==> src/rtl/dtab_pkg.sv <==
// Package: shared widths, field positions and the lookup-kind encoding for
// the descriptor table pointer unit. Assumes 8-byte descriptors.
package dtab_pkg;
    localparam int ADDR_W     = 32;
    localparam int SEL_W      = 16;
    localparam int LIM_W      = SEL_W;              // limit spans the selector byte range
    localparam int DESC_SHIFT = 3;                  // log2 of descriptor size
    localparam int IDX_W      = SEL_W - DESC_SHIFT;
    localparam int VEC_W      = 8;
    localparam int TI_BIT     = 2;                  // selector table-indicator bit
    localparam int TREG_W     = ADDR_W + LIM_W;
    localparam int DESC_W     = 8 << DESC_SHIFT;
    localparam int ACC_W      = 8;

    typedef enum logic {
        LK_SEG = 1'b0,
        LK_VEC = 1'b1
    } lk_kind_e;
endpackage

==> src/rtl/dtab_addr_chk.sv <==
// Module: descriptor address and limit check. Adds index*8 to the table base
// and faults when the offset of the descriptor's last byte passes the limit.
// Purely combinational; assumes limit = table size - 1.
module dtab_addr_chk
    import dtab_pkg::*;
(
    input  logic [ADDR_W-1:0] base,
    input  logic [LIM_W-1:0]  limit,
    input  logic [IDX_W-1:0]  idx,
    output logic [ADDR_W-1:0] addr,
    output logic              fault
);
    logic [LIM_W-1:0] last_off;

    // Offset of the first and last byte of the descriptor, then the check.
    always_comb begin
        last_off = {idx, {DESC_SHIFT{1'b1}}};
        addr     = base + ADDR_W'({idx, {DESC_SHIFT{1'b0}}});
        fault    = last_off > limit;
    end
endmodule

==> src/rtl/dtab_ldt_cache.sv <==
// Module: hidden local table cache. Captures base, limit and access byte from a
// fetched descriptor when fill is high. Assumes the caller only fills after
// a non-faulting selector search. Not readable except the access byte.
module dtab_ldt_cache
    import dtab_pkg::*;
(
    input  logic              clk,
    input  logic              rst_n,
    input  logic              fill,
    input  logic [DESC_W-1:0] desc,
    output logic [ADDR_W-1:0] base,
    output logic [LIM_W-1:0]  limit,
    output logic [ACC_W-1:0]  access,
    output logic              vld
);
    // Descriptor field split: limit 15:0, base 39:16 and 63:56, access 47:40.
    always_ff @(posedge clk) begin
        if (!rst_n) begin
            base   <= '0;
            limit  <= '0;
            access <= '0;
            vld    <= 1'b0;
        end else if (fill) begin
            base   <= {desc[63:56], desc[39:16]};
            limit  <= desc[LIM_W-1:0];
            access <= desc[47:40];
            vld    <= 1'b1;
        end
    end


    cache_rise_chk: assert property (@(posedge clk) disable iff (!rst_n)
        $rose(vld) |-> $past(fill));

    cache_hold_chk: assert property (@(posedge clk) disable iff (!rst_n)
        !fill |=> ($stable(base) && $stable(limit) && $stable(access)));
endmodule

==> src/rtl/dtab_ptr_unit.sv <==
// Module: descriptor table pointer unit (top). Holds the global and interrupt
// table registers and the local selector, resolves selectors and vectors to
// descriptor addresses with limit faults, and requests the local table's
// descriptor when the selector is loaded. Responses are one cycle after the
// request and use the state from before any same-cycle load.
module dtab_ptr_unit
    import dtab_pkg::*;
(
    input  logic              clk,
    input  logic              rst_n,
    input  logic              gtr_ld,
    input  logic [TREG_W-1:0] gtr_wdata,
    output logic [TREG_W-1:0] gtr_q,
    input  logic              itr_ld,
    input  logic [TREG_W-1:0] itr_wdata,
    output logic [TREG_W-1:0] itr_q,
    input  logic              ldt_sel_ld,
    input  logic [SEL_W-1:0]  ldt_sel_wdata,
    output logic [SEL_W-1:0]  ldt_sel_q,
    output logic              ldt_fetch_req,
    output logic [ADDR_W-1:0] ldt_fetch_addr,
    output logic              ldt_fetch_fault,
    input  logic              desc_vld,
    input  logic [DESC_W-1:0] desc_data,
    output logic [ACC_W-1:0]  ldt_access,
    input  logic              lk_req,
    input  logic              lk_kind,
    input  logic [SEL_W-1:0]  lk_sel,
    output logic              lk_rsp_vld,
    output logic [ADDR_W-1:0] lk_rsp_addr,
    output logic              lk_rsp_fault
);
    logic              pending;
    logic              fill;
    logic [ADDR_W-1:0] c_base;
    logic [LIM_W-1:0]  c_limit;
    logic              c_vld;
    logic [ADDR_W-1:0] lk_base;
    logic [LIM_W-1:0]  lk_limit;
    logic [IDX_W-1:0]  lk_idx;
    logic              lk_miss;
    logic [ADDR_W-1:0] lk_addr;
    logic              lk_fault;
    logic [ADDR_W-1:0] ld_addr;
    logic              ld_fault;

    assign fill = desc_vld && pending;

    // Table register storage.
    always_ff @(posedge clk) begin
        if (!rst_n) begin
            gtr_q <= '0;
            itr_q <= '0;
        end else begin
            if (gtr_ld) gtr_q <= gtr_wdata;
            if (itr_ld) itr_q <= itr_wdata;
        end
    end

    // Pick the table and index a lookup addresses.
    always_comb begin
        lk_miss = 1'b0;
        if (lk_kind == LK_VEC) begin
            lk_base  = itr_q[TREG_W-1:LIM_W];
            lk_limit = itr_q[LIM_W-1:0];
            lk_idx   = IDX_W'(lk_sel[VEC_W-1:0]);
        end else if (lk_sel[TI_BIT]) begin
            lk_base  = c_base;
            lk_limit = c_limit;
            lk_idx   = lk_sel[SEL_W-1:DESC_SHIFT];
            lk_miss  = !c_vld;
        end else begin
            lk_base  = gtr_q[TREG_W-1:LIM_W];
            lk_limit = gtr_q[LIM_W-1:0];
            lk_idx   = lk_sel[SEL_W-1:DESC_SHIFT];
        end
    end

    dtab_addr_chk u_lk_chk (
        .base  (lk_base),
        .limit (lk_limit),
        .idx   (lk_idx),
        .addr  (lk_addr),
        .fault (lk_fault)
    );

    dtab_addr_chk u_ld_chk (
        .base  (gtr_q[TREG_W-1:LIM_W]),
        .limit (gtr_q[LIM_W-1:0]),
        .idx   (ldt_sel_wdata[SEL_W-1:DESC_SHIFT]),
        .addr  (ld_addr),
        .fault (ld_fault)
    );

    // Register the lookup response.
    always_ff @(posedge clk) begin
        if (!rst_n) begin
            lk_rsp_vld   <= 1'b0;
            lk_rsp_addr  <= '0;
            lk_rsp_fault <= 1'b0;
        end else begin
            lk_rsp_vld <= lk_req;
            if (lk_req) begin
                lk_rsp_addr  <= lk_addr;
                lk_rsp_fault <= lk_fault || lk_miss;
            end
        end
    end

    // Local selector load: store selector, issue fetch, track the pending fill.
    always_ff @(posedge clk) begin
        if (!rst_n) begin
            ldt_sel_q       <= '0;
            ldt_fetch_req   <= 1'b0;
            ldt_fetch_addr  <= '0;
            ldt_fetch_fault <= 1'b0;
            pending         <= 1'b0;
        end else begin
            ldt_fetch_req <= ldt_sel_ld;
            if (ldt_sel_ld) begin
                ldt_sel_q       <= ldt_sel_wdata;
                ldt_fetch_addr  <= ld_addr;
                ldt_fetch_fault <= ld_fault;
                pending         <= !ld_fault;
            end else if (fill) begin
                pending <= 1'b0;
            end
        end
    end

    dtab_ldt_cache u_cache (
        .clk    (clk),
        .rst_n  (rst_n),
        .fill   (fill),
        .desc   (desc_data),
        .base   (c_base),
        .limit  (c_limit),
        .access (ldt_access),
        .vld    (c_vld)
    );


    treg_load_chk: assert property (@(posedge clk) disable iff (!rst_n)
        gtr_ld |=> (gtr_q == $past(gtr_wdata)));

    rsp_follow_chk: assert property (@(posedge clk) disable iff (!rst_n)
        lk_req |=> lk_rsp_vld);

    sel_fetch_chk: assert property (@(posedge clk) disable iff (!rst_n)
        ldt_sel_ld |=> (ldt_fetch_req && ldt_sel_q == $past(ldt_sel_wdata)));

    fault_no_pend_chk: assert property (@(posedge clk) disable iff (!rst_n)
        (ldt_fetch_req && ldt_fetch_fault) |-> !pending);

    ldt_miss_chk: assert property (@(posedge clk) disable iff (!rst_n)
        (lk_rsp_vld && !lk_rsp_fault && $past(lk_kind == LK_SEG && lk_sel[TI_BIT]))
            |-> $past(c_vld));
endmodule

==> config.mk <==
export PLATFORM = sky130hd
export DESIGN_NAME = dtab_ptr_unit
export DESIGN_NICKNAME = d
export VERILOG_FILES = /design/src/rtl/dtab_pkg.sv /design/src/rtl/dtab_addr_chk.sv /design/src/rtl/dtab_ldt_cache.sv /design/src/rtl/dtab_ptr_unit.sv
export SDC_FILE = /design/constraint.sdc
export NUM_CORES = 1
export LEC_CHECK = 0
export BUFFER_PORTS_ARGS = -buffer_cell sky130_fd_sc_hd__buf_4
export CAP_MARGIN = 30
export CORE_MARGIN = 1
export CORE_UTILIZATION = 47
export DETAILED_ROUTE_END_ITERATION = 6
export PLACE_DENSITY_LB_ADDON = 0.3
export SYNTH_ARGS = -nofsm -noshare
export SYNTH_HDL_FRONTEND = slang
export SYNTH_HIERARCHICAL = 1
export SYNTH_SLANG_ARGS = --single-unit
==> constraint.sdc <==
create_clock -name clk -period 3.25 [get_ports clk]
set_input_delay 0.975 -clock clk [delete_from_list [all_inputs] [get_ports clk]]
set_output_delay 0.975 -clock clk [all_outputs]
set_load 0.03 [all_outputs]
==> qor.csv <==
metric,value,unit
vias_per_cell,5.13,
r2r_end,ldt_fetch_addr[29]$_SDFFE_PN0P_,
worstSetupStartpointType,input pin,
clock_path_buffers,3,
final_layout_size_suffix_gt1_share,30.3,%
portBuffers,379,
grt_pass1_vias,10500,
worstSetupEndpoint,lk_rsp_addr[30]$_SDFFE_PN0P_,
status,finished clean,
yosysSeqAreaShare,36.8,%
cp.depth,13,
peakVddDrop,0.383,mV
cp.required,3720,ps
ys_types,50,
synthTopCellsByArea,"dfxtp_1, mux2i_1, nor2b_1, ha_1, xor2_1",
synthTopCellsByCount,"mux2i_1, nor2b_1, dfxtp_1",
grt_remaining_overflow,0,
vias,10800,
finalSetupViolCount,0,
cts_tree,yes,
rows,60,
synth_top_area_cell,dfxtp_1,
yosysMostFrequentCell,mux2i_1,
clock_skew,15.3,ps
grt_pass1_wl,57200,um
die_x,168,um
ys_ff_latch,238,
worst_pin_slew,881,ps
drv_slew,0,
hpwlAfterDp,28600,um
reg2reg_from,gtr_q[19]$_SDFFE_PN0P_,
syn_nets,1585,
min_period,2980,ps
initial_utilization,47.9,%
r2r_cells,9,
syn_to_final_growth,33.2,%
design_area,17300,um^2
min_path_type,reg -> reg,
min_from,u_cache/vld$_SDFFE_PN0P_,
synth.avg_cell_area,9.74,um^2
path_clk_slew,60,ps
clock_latency,540,ps
die_h,168,um
cp_slowest_stage_delay,370,ps
die_area,28200,um^2
synthCells,1331,
io_pins,388,
cts-root-buf,clkbuf_16,
ctsHtreeMaxLevel,1,
path_cells,"buf_4, buf_4, mux2i_1, o21ai_1, ha_1, o21ai_0, nor2_1, a21oi_2, buf_12, a2111oi_2, xor2_1, mux2i_1, nor2b_1",
track_usage,25.9,%
slew_headroom,41.2,%
path_buf_inv,3,
fmax,0.335,GHz
ant_nets,0,
dr.first_iter.drc_count,592,
hold_violations,0,
critical_path.slowest_cell,a2111oi_2,
finalCritPeriodShare,91.8,%
rrSetupSlack,560,ps
wl_per_cell,18.0,um
end_kind,flop,
synthFlopType,dfxtp_1,
path_max_fanout,7,
place_inst,2047,
drc,0,
arrival,3460,ps
p_leak,0.00787,uW
layoutNonFillerInstCount,2099,
wl,37700,um
grt_max_degree,106,
rsz0062_at_grt,no,
cts_resized,0,
path_class,in -> reg,
coreArea,27000,um^2
p_per_area,470,nW/um^2
gp_congestion,0.879,
maxCapViolations,0,
syn_area,13000,um^2
dpl_cell_area,16300,um^2
cts_buffers,27,
async_reset_ff_share,0,%
synth-edff-count,0,
cts_hold_buf,0,
critPathLaunch,lk_sel[2],
cpLargestDelayFamily,compound AO/OA/AOI/OAI gates,
utilization,63.9,%
dr.pass1.iters,5,
ys_warn_count,6,
post-cts-setup-buffer-count,0,
yosysTopAreaCellShare,36.8,%
antenna_found_initial,2,
nets,1989,
cts.sinks,238,
-- area by class of cell --
cell class,instances,area (um^2)
Fill cell,2310,9770
Multi-Input combinational cell,975,7470
Sequential cell,238,4760
Timing Repair Buffer,458,3500
Clock buffer,39,811
Tap cell,341,427
Clock inverter,11,140
Inverter,35,131
Antenna cell,2,5.00
-- cell usage in the layout (no fill, tap or decap), types with 3 or more instances in the layout --
master	n
nor2b_1	247
nand3_1	26
nand2_1	72
a211oi_2	3
buf_4	452
and3_1	4
buf_12	5
inv_1	35
a31oi_1	9
a21oi_1	35
a21oi_2	3
xnor2_1	14
nor2_1	30
a21o_1	10
clkbuf_8	9
mux2_1	6
a211o_1	4
nor3_1	8
o21ai_0	14
mux2i_1	281
clkinv_2	5
clkbuf_1	3
o21ai_1	51
xor2_1	38
nand4_1	10
clkbuf_16	27
o211ai_1	8
a211oi_1	11
dfxtp_1	238
ha_1	51
bufinv_16	3
o21a_1	4
-- state kept, by name, indices dropped and copies added, names as in the netlist --
| name | flops |
|---|---|
| ldt_fetch_addr | 32 |
| u_cache/limit | 16 |
| lk_rsp_vld | 1 |
| ldt_fetch_fault | 1 |
| pending | 1 |
| u_cache/base | 32 |
| lk_rsp_addr | 32 |
| u_cache/access | 8 |
| ldt_fetch_req | 1 |
| ldt_sel_q | 16 |
| gtr_q | 48 |
| u_cache/vld | 1 |
| itr_q | 48 |
| lk_rsp_fault | 1 |
-- power by group --
| part | total (uW) | switching [uW] | internal [uW] | leakage [uW] |
|---|---|---|---|---|
| combinational | 1680 | 895 | 786 | 0.00545 |
| sequential | 3230 | 157 | 3070 | 0.00195 |
| clock | 3200 | 1230 | 1970 | 0.000472 |
| total | 8110 | 2280 | 5830 | 0.00787 |
-- metrics by stage --
step	hold slack [ps]	setup WS, ps	total power [uW]	setup TNS [ps]
global route	462	42.3	8430	0
global placement	432	-254	4940	-3810
CTS	454	269	8180	0
detailed placement	439	-296	4970	-4890
floorplan	423	-7.31	4310	-19.8
finish	453	265	8110	0
-- metal layers --
metal	routed length, um	GRT usage (%)
met5	0	0
met4	1110	8.62
met3	2130	4.23
met2	17300	42.3
met1	17200	34.6
-- how the worst min path moves through the flow --
stage                                     to  slack [ps]  cells after the start
floorplan           u_cache/vld$_SDFFE_PN0P_         420                      1
global placement    u_cache/vld$_SDFFE_PN0P_         430                      1
detailed placement  u_cache/vld$_SDFFE_PN0P_         440                      1
CTS                 u_cache/vld$_SDFFE_PN0P_         450                      1
global route        u_cache/vld$_SDFFE_PN0P_         460                      1
finish              u_cache/vld$_SDFFE_PN0P_         450                      1
-- cells by family after synthesis --
kind of cell / synth area share [%]
compound gates: 8.60
xor+xnor: 3.51
fa+ha+maj: 5.33
buf+inv: 5.71
flops: 36.8
mux: 22.4
simple gates: 17.7
Note: power is estimated with default switching activity, not from simulation.
